### config.mk
export PLATFORM = sky130hd
export DESIGN_NAME = divUnit
export DESIGN_NICKNAME = d
export VERILOG_FILES = /design/src/rtl/divPkg.sv /design/src/rtl/divCtrl.sv /design/src/rtl/divPath.sv /design/src/rtl/divUnit.sv
export SDC_FILE = /design/constraint.sdc
export NUM_CORES = 1
export LEC_CHECK = 0
export CAP_MARGIN = 20
export CORE_MARGIN = 1.5
export CORE_UTILIZATION = 26
export DETAILED_ROUTE_END_ITERATION = 16
export DONT_BUFFER_PORTS = 1
export GPL_TIMING_DRIVEN = 1
export PLACE_DENSITY = 0.4
export SLEW_MARGIN = 15
export SYNTH_ARGS = -nofsm -noshare
export SYNTH_HDL_FRONTEND = slang
export SYNTH_SLANG_ARGS = --single-unit
### constraint.sdc
create_clock -name clk -period 2.7 [get_ports clk]
set_input_delay 0.27 -clock clk [delete_from_list [all_inputs] [get_ports clk]]
set_output_delay 0.27 -clock clk [all_outputs]
set_load 0.02 [all_outputs]
### src/rtl/divPkg.sv
package divPkg;

  // Strobes sent from the controller to the datapath each cycle
  typedef struct packed {
    logic load;    // capture operands and output registers
    logic step;    // perform one shift-subtract iteration
    logic commit;  // last iteration: write results to outputs
  } divStrobeT;

endpackage

### src/rtl/divCtrl.sv
module divCtrl
  import divPkg::*;
#(
  parameter int DATA_W = 16
) (
  input  logic      clk,
  input  logic      rstN,
  input  logic      start,
  input  logic      wordMode,
  input  logic      tooBig,
  output divStrobeT strb,
  output logic      done,
  output logic      fault
);

  localparam int HALF_W = DATA_W / 2;
  localparam int CNT_W  = $clog2(DATA_W + 1);

  logic             busy;
  logic [CNT_W-1:0] cnt;
  logic             doneQ;
  logic             faultQ;
  logic             accept;
  logic             lastStep;

  assign accept   = start && !busy;
  assign lastStep = busy && (cnt == CNT_W'(1));

  always_comb begin
    strb.load   = accept;
    strb.step   = busy;
    strb.commit = lastStep;
  end

  always_ff @(posedge clk or negedge rstN) begin
    if (!rstN) begin
      busy   <= 1'b0;
      cnt    <= '0;
      doneQ  <= 1'b0;
      faultQ <= 1'b0;
    end else begin
      doneQ  <= 1'b0;
      faultQ <= 1'b0;
      if (accept) begin
        if (tooBig) begin
          doneQ  <= 1'b1;
          faultQ <= 1'b1;
        end else begin
          busy <= 1'b1;
          cnt  <= wordMode ? CNT_W'(DATA_W) : CNT_W'(HALF_W);
        end
      end else if (busy) begin
        cnt <= cnt - CNT_W'(1);
        if (lastStep) begin
          busy  <= 1'b0;
          doneQ <= 1'b1;
        end
      end
    end
  end

  assign done  = doneQ;
  assign fault = faultQ;

  AST_DONE_ONE_CYCLE: assert property (@(posedge clk) disable iff (!rstN)
    doneQ |=> (!doneQ || faultQ));

  AST_FAULT_NEEDS_DONE: assert property (@(posedge clk) disable iff (!rstN)
    faultQ |-> doneQ);

  AST_BUSY_COUNTS_DOWN: assert property (@(posedge clk) disable iff (!rstN)
    (busy && !lastStep) |=> (busy && cnt == CNT_W'($past(cnt) - 1'b1)));

  AST_LATENCY_LOAD: assert property (@(posedge clk) disable iff (!rstN)
    (accept && !tooBig) |=> (cnt == (($past(wordMode)) ? CNT_W'(DATA_W) : CNT_W'(HALF_W))));

endmodule

### src/rtl/divPath.sv
module divPath
  import divPkg::*;
#(
  parameter int DATA_W = 16
) (
  input  logic              clk,
  input  logic              rstN,
  input  divStrobeT         strb,
  input  logic              wordMode,
  input  logic [DATA_W-1:0] divisor,
  input  logic [DATA_W-1:0] axIn,
  input  logic [DATA_W-1:0] dxIn,
  output logic              tooBig,
  output logic [DATA_W-1:0] axOut,
  output logic [DATA_W-1:0] dxOut
);

  localparam int HALF_W = DATA_W / 2;

  logic [DATA_W-1:0] remQ;
  logic [DATA_W-1:0] quoQ;
  logic [DATA_W-1:0] divQ;
  logic              modeQ;
  logic [DATA_W-1:0] axQ;
  logic [DATA_W-1:0] dxQ;

  logic [DATA_W:0]   shifted;
  logic [DATA_W:0]   diff;
  logic              take;
  logic [DATA_W-1:0] nextRem;
  logic [DATA_W-1:0] nextQuo;
  logic [DATA_W-1:0] byteHigh;
  logic [DATA_W-1:0] byteDiv;

  // Zero-extended byte-mode views of the operands
  assign byteHigh = {{HALF_W{1'b0}}, axIn[DATA_W-1:HALF_W]};
  assign byteDiv  = {{HALF_W{1'b0}}, divisor[HALF_W-1:0]};

  // The quotient fits only if the upper dividend half is below the divisor
  assign tooBig = wordMode ? (dxIn >= divisor) : (byteHigh >= byteDiv);

  // One restoring iteration
  always_comb begin
    shifted = {remQ, quoQ[DATA_W-1]};
    diff    = shifted - {1'b0, divQ};
    take    = (shifted >= {1'b0, divQ});
    nextRem = take ? diff[DATA_W-1:0] : shifted[DATA_W-1:0];
    nextQuo = {quoQ[DATA_W-2:0], take};
  end

  always_ff @(posedge clk or negedge rstN) begin
    if (!rstN) begin
      remQ  <= '0;
      quoQ  <= '0;
      divQ  <= '0;
      modeQ <= 1'b0;
      axQ   <= '0;
      dxQ   <= '0;
    end else if (strb.load) begin
      remQ  <= wordMode ? dxIn : byteHigh;
      quoQ  <= wordMode ? axIn : {axIn[HALF_W-1:0], {HALF_W{1'b0}}};
      divQ  <= wordMode ? divisor : byteDiv;
      modeQ <= wordMode;
      axQ   <= axIn;
      dxQ   <= dxIn;
    end else if (strb.step) begin
      remQ <= nextRem;
      quoQ <= nextQuo;
      if (strb.commit) begin
        if (modeQ) begin
          axQ <= nextQuo;
          dxQ <= nextRem;
        end else begin
          axQ <= {nextRem[HALF_W-1:0], nextQuo[HALF_W-1:0]};
        end
      end
    end
  end

  assign axOut = axQ;
  assign dxOut = dxQ;

  AST_REM_BELOW_DIV: assert property (@(posedge clk) disable iff (!rstN)
    strb.step |-> (remQ < divQ));

  AST_FAULT_KEEPS_REGS: assert property (@(posedge clk) disable iff (!rstN)
    (strb.load && tooBig) |=> (axOut == $past(axIn) && dxOut == $past(dxIn)));

  AST_BYTE_DX_KEEP: assert property (@(posedge clk) disable iff (!rstN)
    (strb.commit && !modeQ) |=> $stable(dxOut));

  AST_NO_ZERO_DIV_RUN: assert property (@(posedge clk) disable iff (!rstN)
    strb.step |-> (divQ != '0));

endmodule

### src/rtl/divUnit.sv
module divUnit
  import divPkg::*;
#(
  parameter int DATA_W = 16
) (
  input  logic              clk,
  input  logic              rstN,
  input  logic              start,
  input  logic              wordMode,
  input  logic [DATA_W-1:0] divisor,
  input  logic [DATA_W-1:0] axIn,
  input  logic [DATA_W-1:0] dxIn,
  output logic [DATA_W-1:0] axOut,
  output logic [DATA_W-1:0] dxOut,
  output logic              done,
  output logic              fault
);

  divStrobeT strb;
  logic      tooBig;

  divCtrl #(.DATA_W(DATA_W)) ctrl_i (
    .clk      (clk),
    .rstN     (rstN),
    .start    (start),
    .wordMode (wordMode),
    .tooBig   (tooBig),
    .strb     (strb),
    .done     (done),
    .fault    (fault)
  );

  divPath #(.DATA_W(DATA_W)) path_i (
    .clk      (clk),
    .rstN     (rstN),
    .strb     (strb),
    .wordMode (wordMode),
    .divisor  (divisor),
    .axIn     (axIn),
    .dxIn     (dxIn),
    .tooBig   (tooBig),
    .axOut    (axOut),
    .dxOut    (dxOut)
  );

endmodule

* Word-level counts from Yosys, hierarchy flattened *
Cells that the tools add are included.

word-level totals
  bits in registers = 89
  logic and storage cells = 56
  output and inout bits = 34
  input port bits = 52

cells by class
  reductions and logical operators = 9
  $add $sub $neg = 2
  $lt $le $gt $ge = 3
  equality and inequality tests = 2
  mux-type cells = 30

operators by type and width
  kind                 number
  $mux 16              16
  $mux 5               4
  $ge 17x16->1         1
  $ge 16x16->1         1
  $sub 16x16->16       1
  $mux 1               10
  $ge 8x8->1           1
  $reduce_bool 2->1    3
  $eq 5x1->1 const B   1
  $sub 5x1->5 const B  1
  $reduce_and 2->1     2
  $reduce_and 3->1     1
  $logic_and 1x1->1    2
  $ne 2x2->1 const B   1
  $logic_not 1->1      1

* Longest topological paths before layout *
  word-level depth = 6
  depth in mapped cells = 11
  gate-level depth less buffers = 11

* Modules after synthesis *
From an unflattened synthesis, not the netlist that was laid out.

unflattened totals
  cells, all modules = 649
  area, all modules = 5888.1 µm²

modules (own cells, without submodules)
  module   area an instance (µm²)  cells each  instances  seq. area each (µm²)
  divPath  5429.0                  607         1          2026.9
  divCtrl  459.2                   42          1          200.2

* Worst setup path before layout *
No wires, ideal clock.

  kind = register to register
  start point = reg path_i.quoQ[15]
  end point = reg path_i.remQ[12]
  slack = 0.475 ns
  buffers on the path = 0
  period minus slack after synthesis = 2.225 ns
  arrival = 2.089 ns
  setup time = 0.137 ns
  required time = 2.563 ns
  cell stages (with the launch flop) = 12
  cell sequence = dfrtp_1 inv_1 ha_1 inv_1 fa_1 a21oi_1 o221a_2 a211oi_1 a211oi_1 xnor2_1 mux2i_1 a21oi_1

between the ends
  longest elaborated chain between the ends = 4
  elaborated cells between the ends (all ways) = 5
  classes of those cells = add/sub (1); order compare (1); mux (3)

RTL lines
  item                                                   line                          text
  from (decl)                                            divPath.sv:21                 logic [DATA_W-1:0] quoQ;
  from (signal assigned)                                 divPath.sv:61                 quoQ <= wordMode ? axIn : {axIn[HALF_W-1:0], {HALF_W{1'b0}}};
  from (signal assigned)                                 divPath.sv:68                 quoQ <= nextQuo;
  $sub 16x16->16 / $ge 17x16->1 (equally long branches)  divPath.sv:45, divPath.sv:46
  $mux 16 *                                              divPath.sv:47                 nextRem = take ? diff[DATA_W-1:0] : shifted[DATA_W-1:0];
  $mux 16 *                                              divPath.sv:66                 end else if (strb.step) begin
  $mux 16 *                                              divPath.sv:59                 end else if (strb.load) begin
  to (signal assigned)                                   divPath.sv:60                 remQ <= wordMode ? dxIn : byteHigh;
  to (signal assigned)                                   divPath.sv:67                 remQ <= nextRem;
  to (decl)                                              divPath.sv:20                 logic [DATA_W-1:0] remQ;

Mark *: on every way between the ends. The rest lies on a longest branch, timed or not. The select of a mux whose other input is x is not followed.
A chain may end at the register's enable or synchronous reset.

* Worst setup path after layout *
  start point = reg path_i.remQ[7]
  end point = reg path_i.axQ[14] (netlist: path_i.axOut[14])

between the ends
  longest elaborated chain between the ends = 6

RTL lines
  item                  line           text
  $ge 17x16->1          divPath.sv:46  take = (shifted >= {1'b0, divQ});
  $mux 16               divPath.sv:47
  $mux 16               divPath.sv:70  if (modeQ) begin
  $mux 16               divPath.sv:69  if (strb.commit) begin
  $mux 16               divPath.sv:66
  $mux 16               divPath.sv:59
  to (signal assigned)  divPath.sv:64  axQ <= axIn;
  to (signal assigned)  divPath.sv:71  axQ <= nextQuo;
  to (signal assigned)  divPath.sv:74  axQ <= {nextRem[HALF_W-1:0], nextQuo[HALF_W-1:0]};
  to (decl)             divPath.sv:24  logic [DATA_W-1:0] axQ;

No other way between the ends. The select of a mux whose other input is x is not followed.

==> impl_metrics.toml <==
[logic_synthesis]
synth_top_area_share_pct = 39.15
yosys_warnings = 0
synth_flop_cell = "dfrtp_1"
synth.cell_area_sq_mm = 0.005689
seq_area_frac_synth_pct = 39.15
async_flop_share_pct = 100.0
synth_fa_ha_area_share_pct = 9.589
synth_most_common_cell = "dfrtp_1"
yosys_register_bits = 89
synth_edf_count = 0
yosys-top-cells-area = "dfrtp_1 (39%), ha_1 (9.2%), mux2i_1 (5.5%)"
synth_compound_area_share_pct = 25.18
synth_top_cell_by_area = "dfrtp_1"
ys_top_cells_by_count = "dfrtp_1 (89), nand2_1 (67), o21ai_0 (61)"
synthCells = 629
synth_top_family_by_area = "compound AO/OA/AOI/OAI gates"
synth_fp_nets = 724
synth_mux_area_share_pct = 6.114
synth_xor_area_share_pct = 2.155
synth_simple_gate_area_share_pct = 11.92
syn_avg_cell_area_sq_um = 9.045
ys_types = 61

[timing]
final-hold-violation-count = 0
tightestPinTransition_ns = 0.6442
fin_crit_sh_pct = 92.29
drv_slew = 0
relSlewSlack_pct = 57.05
fin_skew_ns = 0.006792
rsz0062_at_grt = "false"
fin_setup_tns_ns = 0
min_period_ns = 2.492
fmax_ghz = 0.4013
final-setup-viol-count = 0

[global_route]
antenna_found_initial = 0
grtUsageTotal_pct = 17.79
grt_pass1_vias = 5002
grt_pass1_wl_microns = 30100
grt_overflow = 0
grt_max_degree = 90

[critical_path]
setup.worst_path.class = "flop to flop"
cp.buffers_inverters = 2
slowest_delay_ns = 0.43
critPathLaunch = "path_i.remQ[7]"
required_ns = 2.92
reg2reg_depth = 10
reg2reg_to = "path_i.axOut[14]"
crit_cells = 10
critPathCaptureType = "flop"
start_kind = "flop"
r2r-start = "path_i.remQ[7]"
worstPathArrival_ns = 2.71
critPathSlowestCell = "ha_2"
critical_path.top_delay_family = "simple AND/OR/NAND/NOR gates"
r2r_slack_ns = 0.21
cp_cell_sequence = "ha_2 > nand4_1 > nor4_2 > o211ai_1 > nand2_1 > a21o_1 > buf_12 > mux2i_1 > buf_4 > o21ai_0"
path_max_fanout = 11

[floorplan]
pin_count = 86
start_util_pct = 26.81
core_region_area_sq_mm = 0.02122
dieArea_sq_mm = 0.02278
die_y_microns = 150.9
rows = 53
fp.dieW_microns = 150.9

[pwr]
p_leak_nw = 2.897
cellPowerDensity_mw_per_mm2 = 1465
max-vdd-ir-drop_mv = 0.4046
p_total_mw = 9.378

[place]
dpl.hpwl_microns = 14340
port_buffers = 0
gp_congestion = 0.8433

[layout]
n_fill_cell = 2245
drive_above_1_share_pct = 10.30
antenna_cells = 0
final_nets = 721
post-route-util_pct = 30.17
area.growth.synth_to_final_pct = 12.54

[clock_network]
clkTransAtPathRegs_ns = 0.07
cts_buffer_depth = 2
cts_tree = "done"
cts-buffers-inserted = 9
htreeDepth = 3
cts_num_sinks = 89
cts_setup_buffers = 0
root_buffer = "clkbuf_16"
clock_latency_ns = 0.35

[hold_path]
holdPathStages = 2
hold_class = "input pin to flop"
min_from = "divisor[0]"
min_to = "path_i.divQ[0]"

[run]
cap_violations = 0

[route]
drc = 0
wire_per_inst_microns = 21.05
final_antenna_net_count = 0
via_per_inst = 5.248
vias = 4755
firstDrtPassIters = 5
drtIter0Drc = 340
totalWireLength_microns = 19070

[status]
status = "finished clean"
[kinds of logic after synthesis]
kind of cell / after synthesis
AOI/OAI and AO/OA: 214
xor gates and xnor gates: 14
adders and majority gates: 43
buffers and inverters: 81
DFF: 89
muxes: 34
and+or+nand+nor: 154
[sequential cells by signal, indices dropped and copies added (netlist names)]
register,count
ctrl_i.busy,1
path_i.remQ,16
ctrl_i.cnt,5
path_i.quoQ,16
path_i.modeQ,1
path_i.divQ,16
path_i.axOut,16
ctrl_i.done,1
path_i.dxOut,16
ctrl_i.fault,1
[through the flow]
step / worst slack [ns] / cells / cell area, sq um / hold slack, ns
after global routing: 0.01999 / 906 / 6402 / 0.02740
final: 0.2082 / 906 / 6402 / 0.02343
after global placement: 0.1250 / 888 / 6046 / -0.01964
after CTS: 0.04192 / 906 / 6364 / 0.01089
after detailed placement: 0.06972 / 888 / 6046 / -0.01933
after floorplan: 0.4745 / 629 / 5689 / -0.02559
[cell usage in the layout, fill, tap and decap left out, types with 5 or more instances in the layout]
cell and count:
nand3_1 16, a22oi_1 22, ha_1 37, ha_2 5, xor2_1 6, a221oi_1 6, a31oi_1 10, dfrtp_1 88
mux2i_1 29, nand2b_1 5, clkbuf_16 9, inv_1 43, o21ai_0 61, a21o_1 13, nand2_1 67, a22o_1 9
buf_4 21, a21oi_1 38, xnor2_1 8, a211oi_1 20, nor2_1 42
[metal layers]
metal / part of all wire [%] / up-vias / track usage [%] / routed length [microns]
li1: - / 2262 / - / -
met1: 45 / 2353 / 23.30 / 8560
met2: 47 / 116 / 28.88 / 9041
met3: 5.7 / 24 / 4.307 / 1080
met4: 2.1 / 0 / 5.485 / 393
met5: 0 / - / 0 / 0
[layout make-up]
class | instances | area, sq um | area share, %
clock buffers | 9 | 225.2 | 3.518
clock inverters | 7 | 55.05 | 0.8599
inverters | 43 | 161.4 | 2.521
multi-input cells | 459 | 3173 | 49.56
flip-flops and latches | 89 | 2228 | 34.81
well taps | 275 | 344.1 | 5.374
repair buffers | 24 | 215.2 | 3.361
[worst max-delay path by stage]
stage | to | slack, ns
after global placement | path_i.axOut[13] | 0.13
after floorplan | path_i.remQ[12] | 0.47
after CTS | path_i.axOut[13] | 0.04
after detailed placement | path_i.axOut[13] | 0.07
after global routing | path_i.axOut[13] | 0.02
final | path_i.axOut[14] | 0.21
[where the power goes]
part	switching (mW)	total [mW]	leakage (nW)	internal, mW
combinational	2.96	5.26	1.70	2.31
sequential	0.876	2.90	1.07	2.03
clock	0.577	1.21	0.132	0.632
total	4.41	9.38	2.90	4.97
[timing repair]
item / 4_1_cts / 5_1_grt
gates resized for setup: 0 / 10
endpoints found under the hold margin: 89 / 0
setup endpoints to repair: 0 / 19
hold buffers: 2 / 0
[worst register-to-register path, stage by stage, from the launching register on]
cell      delay (ns)
dfrtp_1         0.41
ha_2            0.43
nand4_1         0.17
nor4_2          0.26
o211ai_1        0.14
nand2_1         0.12
a21o_1          0.15
buf_12          0.17
mux2i_1         0.28
buf_4           0.17
o21ai_0         0.08
No activity file was read; power rests on OpenSTA's default activity.
